[src/rtl/wear_vstep_pkg.sv]
package wear_vstep_pkg;
  typedef enum logic [1:0] {
    STEP_HOLD = 2'd0,
    STEP_UP   = 2'd1,
    STEP_DOWN = 2'd2
  } step_e;
endpackage

[src/rtl/sample_gate.sv]
module sample_gate #(
  parameter int unsigned LIMIT = 100
) (
  input  logic clk_i,
  input  logic rst_ni,
  input  logic clear_i,
  input  logic tick_i,
  output logic done_o
);
  localparam int unsigned CW = $clog2(LIMIT + 1);

  logic [CW-1:0] cnt_q;
  logic          full;

  assign full   = (cnt_q == CW'(LIMIT));
  assign done_o = full;

  always_ff @(posedge clk_i or negedge rst_ni) begin
    if (!rst_ni)             cnt_q <= '0;
    else if (clear_i)        cnt_q <= '0;
    else if (tick_i && !full) cnt_q <= cnt_q + 1'b1;
  end

  // counter saturates at its limit
  a_r7_cnt_bound: assert property (@(posedge clk_i) disable iff (!rst_ni)
    cnt_q <= CW'(LIMIT));

  a_r7_clear_drops_done: assert property (@(posedge clk_i) disable iff (!rst_ni)
    clear_i |=> !done_o);
endmodule

[src/rtl/step_decider.sv]
module step_decider
  import wear_vstep_pkg::*;
#(
  parameter int unsigned SHIFT_W = 12
) (
  input  logic               fire_i,
  input  logic [SHIFT_W-1:0] pred_i,
  input  logic [SHIFT_W-1:0] limit_i,
  output step_e              step_o
);
  always_comb begin
    step_o = STEP_HOLD;
    if (fire_i) begin
      if (pred_i > limit_i)      step_o = STEP_DOWN;
      else if (pred_i < limit_i) step_o = STEP_UP;
    end
  end
endmodule

[src/rtl/setpoint_reg.sv]
module setpoint_reg
  import wear_vstep_pkg::*;
#(
  parameter int unsigned CODE_W       = 6,
  parameter int unsigned DEFAULT_CODE = 10
) (
  input  logic              clk_i,
  input  logic              rst_ni,
  input  step_e             step_i,
  input  logic [CODE_W-1:0] vmin_i,
  input  logic [CODE_W-1:0] vmax_i,
  output logic [CODE_W-1:0] code_o,
  output logic              changed_o
);
  logic [CODE_W-1:0] code_q, code_d;

  always_comb begin
    code_d = code_q;
    unique case (step_i)
      STEP_UP:   if (code_q < vmax_i) code_d = code_q + 1'b1;
      STEP_DOWN: if (code_q > vmin_i) code_d = code_q - 1'b1;
      default:   code_d = code_q;
    endcase
  end

  assign changed_o = (code_d != code_q);
  assign code_o    = code_q;

  always_ff @(posedge clk_i or negedge rst_ni) begin
    if (!rst_ni) code_q <= CODE_W'(DEFAULT_CODE);
    else         code_q <= code_d;
  end

  // clamped moves leave the code alone
  a_r6_upper_clamp: assert property (@(posedge clk_i) disable iff (!rst_ni)
    (step_i == STEP_UP && code_q >= vmax_i) |=> $stable(code_q));
  a_r6_lower_clamp: assert property (@(posedge clk_i) disable iff (!rst_ni)
    (step_i == STEP_DOWN && code_q <= vmin_i) |=> $stable(code_q));
  // direction follows the step
  a_r3_down_moves_down: assert property (@(posedge clk_i) disable iff (!rst_ni)
    (step_i == STEP_DOWN && code_q > vmin_i) |=> (code_q == $past(code_q) - 1'b1));
  a_r4_up_moves_up: assert property (@(posedge clk_i) disable iff (!rst_ni)
    (step_i == STEP_UP && code_q < vmax_i) |=> (code_q == $past(code_q) + 1'b1));
endmodule

[src/rtl/wear_vstep_ctrl.sv]
module wear_vstep_ctrl
  import wear_vstep_pkg::*;
#(
  parameter int unsigned SHIFT_W      = 12,
  parameter int unsigned CODE_W       = 6,
  parameter int unsigned WARMUP       = 200,
  parameter int unsigned HOLDOFF      = 100,
  parameter int unsigned DEFAULT_CODE = 10
) (
  input  logic               clk_i,
  input  logic               rst_ni,
  input  logic               sample_valid_i,
  input  logic               pred_valid_i,
  input  logic [SHIFT_W-1:0] pred_shift_i,
  input  logic               all_ready_i,
  input  logic [SHIFT_W-1:0] shift_limit_i,
  input  logic [CODE_W-1:0]  vmin_code_i,
  input  logic [CODE_W-1:0]  vmax_code_i,
  output logic [CODE_W-1:0]  vcode_o,
  output logic               eval_enable_o
);
  logic  warm_done, hold_done, fire, changed;
  step_e step;

  sample_gate #(.LIMIT(WARMUP)) u_warm (
    .clk_i   (clk_i),
    .rst_ni  (rst_ni),
    .clear_i (1'b0),
    .tick_i  (sample_valid_i),
    .done_o  (warm_done)
  );

  // hold-off restarts on every real move; strobe in that cycle is dropped
  sample_gate #(.LIMIT(HOLDOFF)) u_hold (
    .clk_i   (clk_i),
    .rst_ni  (rst_ni),
    .clear_i (changed),
    .tick_i  (sample_valid_i),
    .done_o  (hold_done)
  );

  assign eval_enable_o = warm_done & hold_done;
  assign fire          = eval_enable_o & pred_valid_i & all_ready_i;

  step_decider #(.SHIFT_W(SHIFT_W)) u_dec (
    .fire_i  (fire),
    .pred_i  (pred_shift_i),
    .limit_i (shift_limit_i),
    .step_o  (step)
  );

  setpoint_reg #(.CODE_W(CODE_W), .DEFAULT_CODE(DEFAULT_CODE)) u_set (
    .clk_i     (clk_i),
    .rst_ni    (rst_ni),
    .step_i    (step),
    .vmin_i    (vmin_code_i),
    .vmax_i    (vmax_code_i),
    .code_o    (vcode_o),
    .changed_o (changed)
  );

  a_r8_no_fire_no_move: assert property (@(posedge clk_i) disable iff (!rst_ni)
    !(eval_enable_o && pred_valid_i && all_ready_i) |=> $stable(vcode_o));
  a_r7_move_blocks_eval: assert property (@(posedge clk_i) disable iff (!rst_ni)
    (vcode_o != $past(vcode_o)) |-> !eval_enable_o);
  a_r5_equal_holds: assert property (@(posedge clk_i) disable iff (!rst_ni)
    (eval_enable_o && pred_valid_i && all_ready_i && pred_shift_i == shift_limit_i)
      |=> ($stable(vcode_o) && eval_enable_o));
  a_r9_single_step: assert property (@(posedge clk_i) disable iff (!rst_ni)
    1'b1 |=> (vcode_o == $past(vcode_o) || vcode_o == $past(vcode_o) + 1'b1 ||
              vcode_o == $past(vcode_o) - 1'b1));
endmodule

[config.mk]
export PLATFORM = sky130hd
export DESIGN_NAME = wear_vstep_ctrl
export DESIGN_NICKNAME = d
export VERILOG_FILES = /design/src/rtl/wear_vstep_pkg.sv /design/src/rtl/sample_gate.sv /design/src/rtl/step_decider.sv /design/src/rtl/setpoint_reg.sv /design/src/rtl/wear_vstep_ctrl.sv
export SDC_FILE = /design/constraint.sdc
export NUM_CORES = 1
export LEC_CHECK = 0
export BUFFER_PORTS_ARGS = -buffer_cell sky130_fd_sc_hd__buf_2
export CAP_MARGIN = 20
export CORE_ASPECT_RATIO = 1.2
export CORE_MARGIN = 2
export CORE_UTILIZATION = 35
export CTS_BUF_LIST = sky130_fd_sc_hd__clkbuf_4
export CTS_CLUSTER_SIZE = 30
export DETAILED_ROUTE_END_ITERATION = 12
export HOLD_SLACK_MARGIN = 0.03
export PLACE_DENSITY_LB_ADDON = 0.3
export SLEW_MARGIN = 20
export SYNTH_ARGS = -nofsm -noshare
export SYNTH_HDL_FRONTEND = slang
export SYNTH_SLANG_ARGS = --single-unit
[constraint.sdc]
create_clock -name clk_i -period 3.45 [get_ports clk_i]
set_clock_uncertainty 0.05 [all_clocks]
set_input_delay 0.5175 -clock clk_i [delete_from_list [all_inputs] [get_ports clk_i]]
set_output_delay 0.5175 -clock clk_i [all_outputs]
set_load 0.03 [all_outputs]
==> impl_metrics.tcl <==
set metrics [dict create \
    setup_ws_ns 0.199 \
    final_common_cell "buf_2" \
    yosys.area_share.simple 0.208 \
    slew_headroom 0.614 \
    synth_fa_ha_area_frac 0.187 \
    cpMostUsedCell "a21o_1" \
    hold_viol 0 \
    cts-root-buf "clkbuf_4" \
    max-clock-path-buffers 2 \
    ctsHtreeMaxLevel 1 \
    numCtsBuffers 3 \
    critPathArrivalTime_ns 3.41 \
    drcViolationCount 0 \
    fin_cells 394 \
    synth-seq-area-share 0.246 \
    synthMuxAreaShare 0.0461 \
    synth_edf_count 0 \
    antenna_found_initial 0 \
    drv_slew 0 \
    grt_pass1_wl_um 8050 \
    globalRouteTotalUtil 0.144 \
    ys_types 52 \
    crit_cells 15 \
    p_per_area_mw_per_mm2 308 \
    mostFrequentLayoutCells "buf_2 (47), inv_1 (39), ha_1 (31), nor2_1 (19), dfrtp_1 (19)" \
    synth_warnings 0 \
    ys_seq_elements 21 \
    hp-class "in2async" \
    worst_pin_slew_ns 0.578 \
    hpwl_um 3780 \
    die_h_um 89.7 \
    crit_start "pred_shift_i[5]" \
    crit_family "compound AO/OA/AOI/OAI gates" \
    synth_nets 324 \
    finalNetCount 386 \
    fin_util 0.447 \
    place_ws_ns -0.176 \
    clk_latency_ns 0.30 \
    period_share 0.942 \
    rr_startpoint "u_hold.cnt_q[4]$_DFFE_PN0P_" \
    ir_worst_vdd_mv 0.272 \
    area_growth_pct 24.5 \
    dr.pass1.iters 4 \
    die-area_sq_mm 0.00677 \
    cts_tree "yes" \
    placedCellCount 390 \
    synth-xor-area-share 0.0531 \
    mappedNetlistArea_sq_mm 0.00214 \
    report.final.setup_viol 0 \
    cp_cell_sequence "buf_2, ha_1, a21o_1, a21o_1, a21o_1, a21o_1, a21oi_1, o21ai_2, or2_2, ha_1, inv_1, o221ai_2, o31ai_2, a41oi_4, a2111oi_4" \
    clock-sinks 21 \
    max_freq_mhz 308 \
    initial_core_util 0.359 \
    drive_above_1_share 0.304 \
    maxCapViolations 0 \
    critPathBufInv 2 \
    min_period_ns 3.25 \
    critPathRequiredTime_ns 3.61 \
    worstPathMaxFanout 7 \
    vias 1987 \
    r2r_cells 12 \
    gp_congestion 0.835 \
    path_clk_slew_ns 0.12 \
    startpoint_type "input port" \
    max_stage_delay_ns 0.35 \
    avgSynthCellArea_sq_um 8.54 \
    wl_per_cell_um 11.8 \
    synth_compound_area_frac 0.178 \
    rrSetupSlack_ns 0.27 \
    first_iter_violations 113 \
    fin_tns_setup_ns 0 \
    avgViaCountPerCell 5.04 \
    crit_end "u_hold.cnt_q[1]$_DFFE_PN0P_" \
    synth_top_family_by_area "simple AND/OR/NAND/NOR gates" \
    core_sq_mm 0.00597 \
    end_kind "flop" \
    io_buffer_count 47 \
    worst_r2r_endpoint "u_hold.cnt_q[1]$_DFFE_PN0P_" \
    synthCells 251 \
    grt_pass1_vias 1883 \
    synth_flop_cell "dfrtp_1" \
    async_reset_ff_frac 1.00 \
    outcome "complete, no violations" \
    die_w_um 75.4 \
    n_antenna_cell 0 \
    num_rows 31 \
    p_total_w 0.000821 \
    ios 48 \
    cts_setup_buffers 0 \
    setup.worst_path.class "in2reg" \
    grt_max_degree 22 \
    crit_slowest_cell "or2_2" \
    wirelength_um 4660 \
    leakage_nw 1.34 \
    grt_overflow_total 0 \
    drtAntennaViolNets 0 \
]
routing by layer:
metal / GRT usage / routed length [um] / up-vias
met3: 0.0135 / 142 / 2
met4: 0.0175 / 12 / 0
met2: 0.261 / 2410 / 35
met5: 0 / 0 / -
met1: 0.186 / 2100 / 942
li1: - / - / 1008
cell families after synthesis:
logic type               Yosys count
AO/OA/AOI/OAI                     45
buffers and inverters             46
adder cells (fa/ha/maj)           32
XOR/XNOR                          13
multiplexers                       9
AND/OR/NAND/NOR                   85
flip-flops                        21
where the power goes:
part	switching, W	internal, W	leakage, nW
Combinational	0.000125	0.000156	1.07
Sequential	0.0000946	0.000326	0.251
Clock	0.0000755	0.0000432	0.0177
Total	0.000295	0.000526	1.34
layout make-up:
class | instances | area [sq um]
Tap cell | 82 | 103
Sequential cell | 21 | 528
Timing Repair Buffer | 64 | 375
Clock buffer | 3 | 22.5
Multi-Input combinational cell | 184 | 1490
Fill cell | 609 | 3310
Clock inverter | 1 | 5.00
Inverter | 39 | 146
worst min-delay path by stage:
stage | from | end | cells past startpoint
after global routing | rst_ni | u_warm.cnt_q[7]$_DFFE_PN0P_ | 1
after detailed placement | u_warm.cnt_q[7]$_DFFE_PN0P_ | u_warm.cnt_q[7]$_DFFE_PN0P_ | 1
after CTS | rst_ni | u_warm.cnt_q[2]$_DFFE_PN0P_ | 1
after floorplan | rst_ni | u_hold.cnt_q[0]$_DFFE_PN0P_ | 0
final | rst_ni | u_warm.cnt_q[7]$_DFFE_PN0P_ | 1
after global placement | u_warm.cnt_q[7]$_DFFE_PN0P_ | u_warm.cnt_q[7]$_DFFE_PN0P_ | 1
synthesized netlist by cell type, types with 3 or more instances:
library cell,instances,area [sq um]
a21o_1,5,37.5
a21oi_1,6,30.0
a222oi_1,3,30.0
and3_1,3,18.8
and4_1,3,26.3
clkbuf_1,5,18.8
dfrtp_1,19,475
ha_1,32,400
inv_1,39,146
mux2_2,6,67.6
nand2_1,14,52.6
nand2b_1,3,18.8
nand3_1,8,40.0
nand4_1,8,50.1
nor2_1,20,75.1
nor2b_1,3,18.8
nor3_1,12,60.1
o21ai_0,8,40.0
o22ai_1,3,18.8
xnor2_1,9,78.8
xor2_1,4,35.0
registers in the layout, summed over array words and instances, names as in the netlist:
register / flops
u_set.code_o: 6
u_hold.cnt_q: 7
u_warm.cnt_q: 8
per-stage QoR:
step | hold WS [ns] | instance area (sq um)
floorplan | 0.172 | 2140
global placement | 0.412 | 2590
detailed placement | 0.413 | 2590
CTS | 0.117 | 2620
global route | 0.126 | 2670
finish | 0.105 | 2670
timing repair:
action                     CTS  global route
hold buffers                 0             0
gates resized for setup      0             9
setup endpoints to repair    0             7
Note: power is estimated with default switching activity, not from simulation.
